===== config.mk =====
export PLATFORM = sky130hd
export DESIGN_NAME = opnd_addr_gen
export DESIGN_NICKNAME = d
export VERILOG_FILES = /design/src/rtl/opnd_pkg.sv /design/src/rtl/opnd_seq.sv /design/src/rtl/opnd_addr_mux.sv /design/src/rtl/opnd_addr_gen.sv
export SDC_FILE = /design/constraint.sdc
export NUM_CORES = 1
export LEC_CHECK = 0
export ABC_AREA = 1
export BUFFER_PORTS_ARGS = -buffer_cell sky130_fd_sc_hd__buf_2
export CORE_MARGIN = 8
export CORE_UTILIZATION = 59
export CTS_BUF_LIST = sky130_fd_sc_hd__clkbuf_4 sky130_fd_sc_hd__clkbuf_8
export DETAILED_ROUTE_END_ITERATION = 8
export PLACE_DENSITY = 0.84
export SLEW_MARGIN = 20
export SYNTH_ARGS = -nofsm -noshare
export SYNTH_HDL_FRONTEND = slang
export SYNTH_SLANG_ARGS = --single-unit

===== constraint.sdc =====
create_clock -name clk -period 3.9 [get_ports clk]
set_input_delay 0.195 -clock clk [delete_from_list [all_inputs] [get_ports clk]]
set_output_delay 0.195 -clock clk [all_outputs]
set_load 0.01 [all_outputs]

===== src/rtl/opnd_pkg.sv =====
// Package: shared types for the operand address generator.
// Assumes a 3-bit mode code from an external decoder; encodings are fixed.
package opnd_pkg;

    typedef enum logic [2:0] {
        M_INH  = 3'd0,   // inherent or relative branch
        M_IMM  = 3'd1,
        M_DIR  = 3'd2,
        M_SDIR = 3'd3,
        M_IND  = 3'd4,
        M_BITD = 3'd5,
        M_BTB  = 3'd6,
        M_EXT  = 3'd7
    } opnd_mode_e;

    // Opcode fields kept after the opcode byte has gone
    typedef struct packed {
        logic [1:0] reg_sel;   // short-direct register select
        logic       ptr_sel;   // indirect pointer select
        logic [2:0] bit_idx;   // bit number
        logic       bit_pol;   // set (1) or clear (0)
    } opnd_fields_t;

    // Instruction length in bytes for each mode
    function automatic logic [1:0] mode_len(opnd_mode_e m);
        case (m)
            M_IMM, M_DIR, M_BITD, M_EXT: mode_len = 2'd2;
            M_BTB:                       mode_len = 2'd3;
            default:                     mode_len = 2'd1;
        endcase
    endfunction

endpackage


===== src/rtl/opnd_seq.sv =====
// Byte sequencer: counts accepted instruction bytes, holds the mode,
// the opcode fields and the second byte, and flags the last byte.
// Assumes mode_i is valid on the cycle the opcode byte is accepted.
module opnd_seq
    import opnd_pkg::*;
#(
    parameter int BYTE_W      = 8,
    parameter int SDIR_LSB    = 0,
    parameter int PTR_SEL_BIT = 4,
    parameter int BIT_LSB     = 5,
    parameter int BIT_POL_BIT = 4
) (
    input  logic              clk,
    input  logic              rst_n,
    input  logic              instr_vld,
    input  logic [BYTE_W-1:0] instr_byte,
    input  logic [2:0]        mode_i,
    output opnd_mode_e        eff_mode,
    output opnd_fields_t      eff_fld,
    output logic [BYTE_W-1:0] eff_b2,
    output logic [1:0]        eff_len,
    output logic              last
);

    logic [1:0]        cnt_q;
    opnd_mode_e        mode_q;
    opnd_fields_t      fld_q;
    logic [BYTE_W-1:0] b2_q;
    opnd_fields_t      fld_now;
    logic              first;

    // Extract the opcode fields from the incoming byte
    always_comb begin
        fld_now.reg_sel = instr_byte[SDIR_LSB +: 2];
        fld_now.ptr_sel = instr_byte[PTR_SEL_BIT];
        fld_now.bit_idx = instr_byte[BIT_LSB +: 3];
        fld_now.bit_pol = instr_byte[BIT_POL_BIT];
    end

    // Select live or held values depending on the byte position
    always_comb begin
        first    = (cnt_q == 2'd0);
        eff_mode = first ? opnd_mode_e'(mode_i) : mode_q;
        eff_fld  = first ? fld_now : fld_q;
        eff_b2   = (cnt_q == 2'd1) ? instr_byte : b2_q;
        eff_len  = mode_len(eff_mode);
        last     = instr_vld && ((cnt_q + 2'd1) == eff_len);
    end

    // Advance the byte counter and capture the mode, fields and second byte
    always_ff @(posedge clk) begin
        if (!rst_n) begin
            cnt_q  <= 2'd0;
            mode_q <= M_INH;
            fld_q  <= '0;
            b2_q   <= '0;
        end else if (instr_vld) begin
            cnt_q <= last ? 2'd0 : cnt_q + 2'd1;
            if (first) begin
                mode_q <= eff_mode;
                fld_q  <= fld_now;
            end
            if (cnt_q == 2'd1) begin
                b2_q <= instr_byte;
            end
        end
    end

endmodule


===== src/rtl/opnd_addr_mux.sv =====
// Address mux: forms the operand address and flags from the mode,
// the opcode fields, the second byte and the pointer registers.
// Pure combinational; assumes inputs are stable during the last-byte cycle.
module opnd_addr_mux
    import opnd_pkg::*;
#(
    parameter int ADDR_W = 8
) (
    input  opnd_mode_e        mode,
    input  opnd_fields_t      fld,
    input  logic [ADDR_W-1:0] b2,
    input  logic [ADDR_W-1:0] ptr_x,
    input  logic [ADDR_W-1:0] ptr_y,
    output logic [ADDR_W-1:0] addr,
    output logic              addr_vld,
    output logic              prog,
    output logic [2:0]        bit_idx,
    output logic              bit_set
);

    localparam logic [ADDR_W-1:0] SDIR_BASE = ADDR_W'(1) << (ADDR_W - 1);

    // Choose the address source and flags for each mode
    always_comb begin
        addr     = '0;
        addr_vld = 1'b0;
        prog     = 1'b0;
        bit_idx  = 3'd0;
        bit_set  = 1'b0;
        case (mode)
            M_IMM:  prog = 1'b1;
            M_DIR: begin
                addr     = b2;
                addr_vld = 1'b1;
            end
            M_SDIR: begin
                addr     = SDIR_BASE | ADDR_W'(fld.reg_sel);
                addr_vld = 1'b1;
            end
            M_IND: begin
                addr     = fld.ptr_sel ? ptr_y : ptr_x;
                addr_vld = 1'b1;
            end
            M_BITD, M_BTB: begin
                addr     = b2;
                addr_vld = 1'b1;
                bit_idx  = fld.bit_idx;
                bit_set  = fld.bit_pol;
            end
            default: ;
        endcase
    end

endmodule


===== src/rtl/opnd_addr_gen.sv =====
// Top: operand address generator for a 256-byte data space.
// Counts instruction bytes per mode and registers one result per
// instruction, strobed by op_vld one cycle after the last byte.
// Assumes the decoder presents mode_i alongside each opcode byte.
module opnd_addr_gen
    import opnd_pkg::*;
#(
    parameter int ADDR_W      = 8,
    parameter int SDIR_LSB    = 0,
    parameter int PTR_SEL_BIT = 4,
    parameter int BIT_LSB     = 5,
    parameter int BIT_POL_BIT = 4
) (
    input  logic              clk,
    input  logic              rst_n,
    input  logic              instr_vld,
    input  logic [ADDR_W-1:0] instr_byte,
    input  logic [2:0]        mode_i,
    input  logic [ADDR_W-1:0] ptr_x,
    input  logic [ADDR_W-1:0] ptr_y,
    output logic              op_vld,
    output logic [ADDR_W-1:0] op_addr,
    output logic              op_addr_vld,
    output logic              op_prog,
    output logic [2:0]        op_bit_idx,
    output logic              op_bit_set,
    output logic [1:0]        op_len
);

    opnd_mode_e        eff_mode;
    opnd_fields_t      eff_fld;
    logic [ADDR_W-1:0] eff_b2;
    logic [1:0]        eff_len;
    logic              last;
    logic [ADDR_W-1:0] nxt_addr;
    logic              nxt_addr_vld;
    logic              nxt_prog;
    logic [2:0]        nxt_bit_idx;
    logic              nxt_bit_set;
    opnd_mode_e        res_mode_q;

    opnd_seq #(
        .BYTE_W      (ADDR_W),
        .SDIR_LSB    (SDIR_LSB),
        .PTR_SEL_BIT (PTR_SEL_BIT),
        .BIT_LSB     (BIT_LSB),
        .BIT_POL_BIT (BIT_POL_BIT)
    ) u_seq (
        .clk        (clk),
        .rst_n      (rst_n),
        .instr_vld  (instr_vld),
        .instr_byte (instr_byte),
        .mode_i     (mode_i),
        .eff_mode   (eff_mode),
        .eff_fld    (eff_fld),
        .eff_b2     (eff_b2),
        .eff_len    (eff_len),
        .last       (last)
    );

    opnd_addr_mux #(
        .ADDR_W (ADDR_W)
    ) u_mux (
        .mode     (eff_mode),
        .fld      (eff_fld),
        .b2       (eff_b2),
        .ptr_x    (ptr_x),
        .ptr_y    (ptr_y),
        .addr     (nxt_addr),
        .addr_vld (nxt_addr_vld),
        .prog     (nxt_prog),
        .bit_idx  (nxt_bit_idx),
        .bit_set  (nxt_bit_set)
    );

    // Register the result on the last byte and pulse the strobe
    always_ff @(posedge clk) begin
        if (!rst_n) begin
            op_vld      <= 1'b0;
            op_addr     <= '0;
            op_addr_vld <= 1'b0;
            op_prog     <= 1'b0;
            op_bit_idx  <= 3'd0;
            op_bit_set  <= 1'b0;
            op_len      <= 2'd0;
            res_mode_q  <= M_INH;
        end else begin
            op_vld <= last;
            if (last) begin
                op_addr     <= nxt_addr;
                op_addr_vld <= nxt_addr_vld;
                op_prog     <= nxt_prog;
                op_bit_idx  <= nxt_bit_idx;
                op_bit_set  <= nxt_bit_set;
                op_len      <= eff_len;
                res_mode_q  <= eff_mode;
            end
        end
    end

endmodule


=== Word-level counts from Yosys, hierarchy flattened ===
Cells that the tools add are included.

* Bits in registers: 37
* Bits of input ports: 30
* Output and inout bits: 17
* Word-level logic and storage cells: 42

* Add/subtract/negate cells: 1
* Eq/ne operators: 9
* Multiplexer cells: 11
* Reduce and logical (&&, ||, !) cells: 7

{| class="wikitable"
|+ Operators by type and width
! operator !! count
|-
| case mux 8 bit (3 select lines) || 1
|-
| two-way mux 8 bit || 2
|-
| == test 3 bit, second input constant || 4
|-
| two-way mux 7 bit || 1
|-
| == test 3 x 2 -> 1 bit, second input constant || 2
|-
| two-way mux 3 bit || 2
|-
| OR reduction 5 bit || 1
|-
| case mux 2 bit (2 select lines) || 1
|-
| OR reduction 4 bit || 1
|-
| == test 3 x 1 -> 1 bit, second input constant || 1
|-
| two-way mux 1 bit || 3
|-
| OR reduction 3 bit || 1
|-
| adder 2 x 1 -> 2 bit, second input constant || 1
|-
| == test 2 x 1 -> 1 bit, second input constant || 1
|-
| == test 2 bit || 1
|-
| zero test 2 bit || 1
|-
| two-way mux 2 bit || 1
|-
| AND reduction 2 bit || 1
|-
| OR reduction 2 bit || 1
|-
| logical AND 1 bit || 1
|}

=== Depth between registers and ports, before layout ===
Gate-level depths: netlist of the first run.

* Word-level depth: 8
* Gate-level depth with buffers: 17
* Depth with buffers taken out: 16

=== By module ===
From an unflattened synthesis of the first run, not the netlist that was laid out.

* Cell total of the unflattened synthesis: 340
* Area total of the unflattened synthesis: 2153.3 um^2

{| class="wikitable"
|+ Modules (own cells, without submodules)
! module !! times used !! cells each !! area each (um^2) !! sequential area each (um^2)
|-
| opnd_seq || 1 || 162 || 1097.3 || 400.4
|-
| opnd_addr_gen || 1 || 105 || 721.9 || 340.3
|-
| opnd_addr_mux || 1 || 73 || 334.1 || 0.0
|}

=== Worst setup path before layout of the first run ===
No wires, ideal clock.

* Kind: register -> register
* Start: register u_seq.cnt_q[0]
* End: register op_addr[0]
* Setup time: 0.113 ns
* Arrival time: 1.823 ns
* Required time: 3.787 ns
* Setup slack: 1.965 ns
* Stages on the path, launching flop included: 17
* Path buffers: 2
* Clock period less this slack: 1.935 ns
* Cells stage by stage: dfxtp_1 inv_1 ha_1 inv_2 buf_6 nand2_1 nand2_2 nand2_4 nand2_2 nand2_4 a21oi_2 nor2_4 nand2_4 nor2_8 buf_6 nand2_1 nand2_1

* Longest elaborated chain between the ends: 7
* Elaborated cells between the ends (all ways): 20
* Those cells by class: add/sub: 1; eq/ne: 9; mux: 6; reduce/logical: 4

{| class="wikitable"
|+ Ends and longest elaborated chain
! item !! RTL line !! text
|-
| start: declaration || opnd_seq.sv:25 || <nowiki>logic [1:0] cnt_q;</nowiki>
|-
| start signal: assignment || opnd_seq.sv:58 || <nowiki>cnt_q <= last ? 2'd0 : cnt_q + 2'd1;</nowiki>
|-
| zero test 2 bit || opnd_seq.sv:42 || <nowiki>first = (cnt_q == 2'd0);</nowiki>
|-
| two-way mux 3 bit || opnd_seq.sv:43 || <nowiki>eff_mode = first ? opnd_mode_e'(mode_i) : mode_q;</nowiki>
|-
| == test 3 bit, or another cell as far along || opnd_pkg.sv:26 || <nowiki>case (m)</nowiki>
|-
| OR reduction 4 bit || opnd_pkg.sv:26 ||
|-
| case mux 2 bit (2 select lines) || opnd_pkg.sv:26 ||
|-
| == test 2 bit || opnd_seq.sv:47 || <nowiki>last = instr_vld && ((cnt_q + 2'd1) == eff_len);</nowiki>
|-
| logical AND 1 bit || opnd_seq.sv:47 ||
|-
| end signal: assignment || opnd_addr_gen.sv:90 || <nowiki>op_addr <= nxt_addr;</nowiki>
|-
| end: declaration || opnd_addr_gen.sv:22 || <nowiki>output logic [ADDR_W-1:0] op_addr,</nowiki>
|}

Several ways; a longest one is shown, not always the timed one.
A chain may end at the register's enable or synchronous reset.

=== Worst setup path in the final report of the first run ===
Same ends and word-level chain as after synthesis.

==> results.tsv, run 1 <==
metric	value	unit
hold_viol	0	
die_w	75.0	um
min_path_type	in -> reg	
clkPwrFrac	0.254	
num_vias	1981	
p_sw_frac	0.378	
ctsRootBufferMaster	clkbuf_4	
async_flop_share	0	
rsz0062_at_grt	no	
clk_pin_slew	0.12	ns
netlist_area	2060	um^2
clock.fmax	397	MHz
wl_per_cell	12.0	um
first_pass_iters	5	
initial_core_util	0.616	
r2r_cells	11	
die_h	75.0	um
placed_cell_area	2280	um^2
drv_cap	0	
dpl.cell_count	395	
netSwitchingPower	0.430	mW
viasPerCell	4.92	
synth-edff-count	0	
timing.slew.headroom	0.343	
total_power	1.14	mW
criticalPathCategory	reg -> reg	
slew_violations	0	
pwr-share-comb	0.359	
io_buffer_count	46	
syn_area_per_cell	6.55	um^2
synth_fp_nets	346	
grt_pass1_vias	1834	
antenna_found_initial	0	
wl	4.85	mm
synth-main-ff-cell	dfxtp_1	
htree_levels	2	
period_needed	2.52	ns
die_area	5630	um^2
seqPwrFrac	0.386	
leakage	1.31	nW
ys_seq_area_frac	0.360	
setup_viol	0	
worstPathRequired	4.17	ns
insertion_delay	0.36	ns
cts_tree	built	
route.detailed.drc	0	
ir_drop	245	uV
final_util	0.709	
final_cells	403	
hold_depth	3	
setup_tns	0	ns
yosys_warnings	0	
crit_arrival	2.79	ns
setup_slack	1.38	ns
grt_max_degree	28	
grt_overflow	0	
p_int	0.707	mW
rows	21	
skew	0.00758	ns
gp_congestion	0.969	
status	finished clean	
ant_nets	0	
areaGrowthSynthToFinish	15.2	%
io_pins	47	
core_area	3340	um^2
grtUsageTotal	0.185	
numCtsBuffers	5	
critPathCaptureType	flip-flop	
drt_iter0_drc	158	
holdBufCountCts	0	
drive_gt1_frac	0.218	
cp-start-kind	flip-flop	
ys_seq_elements	37	
min_period_over_period	0.645	
pwr_density_cell	480	nW/um^2
cts_resized	0	
synthDistinctLibCells	26	
hold-worst-slack	0.106	ns
syn_inst	314	
cts_setup_buffers	0	
max-clock-path-buffers	2	
final_area	2370	um^2
grt_pass1_wl	8.16	mm
fin_nets	388	
crit_fanout	16	
antenna_cells	0	
post-place-ws	1.45	ns
tightest_slew	0.979	ns
cts.sinks	37	
place_hpwl	3.62	mm
power by group through the flow:
stage | sequential (mW) | clock [mW] | combinational (mW)
2_1_floorplan | 0.456 | 0 | 0.312
3_3_place_gp | 0.447 | 0 | 0.398
3_5_place_dp | 0.448 | 0 | 0.403
4_1_cts | 0.439 | 0.293 | 0.406
5_1_grt | 0.446 | 0.311 | 0.461
6_report | 0.439 | 0.289 | 0.408
worst max-delay path, stage by stage, from the launching register on:
cell	delay, ns
dfxtp_1	0.35
inv_1	0.13
ha_1	0.47
inv_2	0.21
nor2_1	0.13
inv_1	0.06
o21ai_1	0.51
o21ai_0	0.16
nand2_1	0.10
o311ai_0	0.15
nand2_1	0.10
nand2_1	0.05
layer usage:
metal,GRT usage,share of wire,vias to the layer above
li1,-,-,1061
met1,0.238,0.46,858
met2,0.295,0.46,57
met3,0.0360,0.075,5
met4,0.0717,0.011,0
met5,0,0,-
cells in the mapped netlist (2+ instances only):
| master | instances | area (um^2) |
|---|---|---|
| buf_6 | 2 | 22.5 |
| ha_1 | 2 | 25.0 |
| buf_4 | 2 | 15.0 |
| nand2_1 | 95 | 357 |
| o21ai_0 | 27 | 135 |
| nand3_1 | 20 | 100 |
| clkbuf_1 | 6 | 22.5 |
| nand2_2 | 10 | 62.6 |
| dfxtp_1 | 37 | 741 |
| a21oi_1 | 15 | 75.1 |
| inv_2 | 2 | 7.51 |
| inv_1 | 43 | 161 |
| nor2_1 | 27 | 101 |
| nand2_4 | 5 | 56.3 |
| o211ai_1 | 9 | 67.6 |
| clkinv_1 | 2 | 7.51 |
worst paths after layout:
path	startpoint	to	slack, ns
hold reg to reg	u_seq.mode_q[2]	u_seq.mode_q[2]	0.48
setup / recovery	u_seq.cnt_q[0]	op_addr[0]	1.38
hold / removal	instr_byte[5]	u_seq.fld_q[1]	0.11
setup reg to reg	u_seq.cnt_q[0]	op_addr[0]	1.38
logic make-up after synthesis:
logic type	count (synthesis)	synth area share
adder cells (fa/ha/maj)	2	0.0122
buffers and inverters	58	0.117
AND/OR/NAND/NOR	163	0.364
flip-flops	37	0.360
AO/OA/AOI/OAI	54	0.146
flip-flops by register name (all words and copies together), names as in the netlist:
name          flops
op_len            2
op_addr           8
op_prog           1
u_seq.b2_q        8
u_seq.fld_q       7
u_seq.mode_q      3
op_bit_idx        3
op_bit_set        1
u_seq.cnt_q       2
op_addr_vld       1
op_vld            1
cell usage in the layout, fill, tap and decap left out, drive strengths merged:
cell / n
a21oi: 16
buf: 46
bufinv: 1
clkbuf: 6
clkinv: 2
clkinvlp: 1
dfxtp: 37
ha: 2
inv: 45
nand2: 110
nand3: 22
nor2: 30
o211ai: 9
o21ai: 28
o311ai: 1
or2: 1
cell type report:
cell class | count | area, um^2
Multi-Input combinational cell | 219 | 1070
Fill cell | 303 | 970
Sequential cell | 37 | 741
Timing Repair Buffer | 46 | 230
Inverter | 47 | 176
Tap cell | 46 | 57.6
Clock buffer | 6 | 51.3
Clock inverter | 2 | 37.5
Power figures use the tool's default switching activity.
==> run 2: changes to the inputs <==
Settings changed: CORE_UTILIZATION 59 to 56, PLACE_DENSITY 0.84 to 0.8.
Clock period 3.9 ns to 2.6 ns, I/O delays scaled along.
==> run 2 against run 1 <==
Sequential power rose by 50%. Global-route usage down 1.2 points. Clock skew decreased by 0.0024 ns. Die area grew 4.2%. Clock-buffer cell count up 1. Worst setup slack worse by 1.1 ns. Critical endpoint is now op_bit_idx[0]. Non-clock buffer count up 2. Power rose by 49%. Hold slack better by 0.0090 ns.
==> results.tsv, run 2 (same netlist as run 1, synthesis figures left out) <==
metric	value	unit
gp_congestion	0.886	
fin_nets	390	
tightest_slew	0.608	ns
cts.sinks	37	
drt_iter0_drc	179	
wl_per_cell	12.1	um
cp-start-kind	flip-flop	
viasPerCell	4.97	
layout_common_cells	nand2_1 (95), buf_2 (46), inv_1 (43)	
clk_pin_slew	0.07	ns
setup_tns	0	ns
antenna_found_initial	0	
timing.slew.headroom	0.593	
place_hpwl	3.72	mm
slowest_stage	dfxtp_1	
die_area	5870	um^2
leakage	1.32	nW
final_common_cell	nand2_1	
cts_tree	built	
antenna_cells	0	
numCtsBuffers	5	
max_stage_delay	0.38	ns
cts_setup_buffers	0	
initial_core_util	0.570	
hold_viol	0	
setup_viol	0	
grt_pass1_vias	1902	
dpl.cell_count	399	
final_cells	406	
crit_arrival	2.51	ns
skew	0.00523	ns
crit_family	simple AND/OR/NAND/NOR gates	
criticalPathCategory	reg -> reg	
min_period_over_period	0.876	
grt_max_degree	28	
first_pass_iters	4	
die_w	76.6	um
cp_num_buf_inv	4	
drv_cap	0	
rsz0062_at_grt	no	
crit_fanout	16	
final_util	0.662	
cp_common_cell	nand2_1	
cts_resized	0	
grt_pass1_wl	8.48	mm
period_needed	2.28	ns
wl_met2	2.25	mm
route.detailed.drc	0	
io_pins	47	
num_vias	2016	
top_layer_used	met4	
worstPathRequired	2.83	ns
m1WireLength	2.27	mm
reg.largest.list	op_addr: 8 flops, u_seq.b2_q: 8 flops, u_seq.fld_q: 7 flops	
max-clock-path-buffers	2	
ctsRootBufferMaster	clkbuf_8	
io_buffer_count	46	
status	finished clean	
drive_gt1_frac	0.221	
slew_violations	0	
grtUsageTotal	0.173	
wl	4.92	mm
pwr_density_cell	710	nW/um^2
pwr-share-comb	0.368	
netSwitchingPower	0.634	mW
seqPwrFrac	0.390	
p_int	1.06	mW
ant_nets	0	
core_area	3610	um^2
route.met3.wl	329	um
holdBufCountCts	0	
htree_levels	2	
grt_overflow	0	
rows	22	
ir_drop	394	uV
clock.fmax	439	MHz
p_sw_frac	0.374	
insertion_delay	0.29	ns
crit_chain	inv_1 > ha_1 > buf_4 > nand2_1 > nand2_2 > inv_1 > nand3_1 > nand2_1 > inv_2 > nand2_2 > nand2_1 > nand2_1 > nand2_4 > nor2_8 > nand2_1 > nand2_1	
die_h	76.6	um
critPathCaptureType	flip-flop	
areaGrowthSynthToFinish	16.1	%
total_power	1.69	mW
clkPwrFrac	0.243	
min_path_type	in -> reg	
[run 2: power by group through the flow]
stage	clock network [mW]	registers [mW]	logic, mW
detailed placement	0	0.673	0.620
global placement	0	0.671	0.606
floorplan	0	0.684	0.467
CTS	0.418	0.660	0.621
global route	0.443	0.666	0.710
finish	0.411	0.660	0.623
[run 2: metrics by stage]
stage / cell area (um^2) / setup slack (ns) / hold slack [ns]
floorplan: 2060 / 0.665 / 0.265
global route: 2390 / 0.122 / 0.134
global placement: 2300 / 0.502 / 0.409
finish: 2390 / 0.323 / 0.115
CTS: 2390 / 0.364 / 0.120
detailed placement: 2300 / 0.389 / 0.418
[run 2: tightest hold or removal path: cells and delay by family]
| kind | cells | cell delay, ns |
|---|---|---|
| simple gates | 2 | 0.13 |
| buf+inv | 1 | 0.11 |
[run 2: cell type report]
type	count	area (um^2)
tap	48	60.1
multi-input combinational	219	1070
sequential	37	741
timing repair buffer	48	245
fill	328	1220
inverter	47	176
clock buffer	7	90.1
[run 2: final timing paths]
kind | start | to | slack (ns) | cells past startpoint
worst max-delay path | u_seq.cnt_q[0] | op_bit_idx[0] | 0.32 | 16
worst min-delay path | instr_byte[7] | u_seq.fld_q[3] | 0.11 | 3
worst max register to register | u_seq.cnt_q[0] | op_bit_idx[0] | 0.32 | 16
worst min register to register | u_seq.mode_q[2] | u_seq.mode_q[2] | 0.46 | 2
[run 2: routing by layer]
metal	track usage	vias to the layer above
met5	0	-
met4	0.0635	0
li1	-	1069
met2	0.266	60
met1	0.217	878
met3	0.0590	9
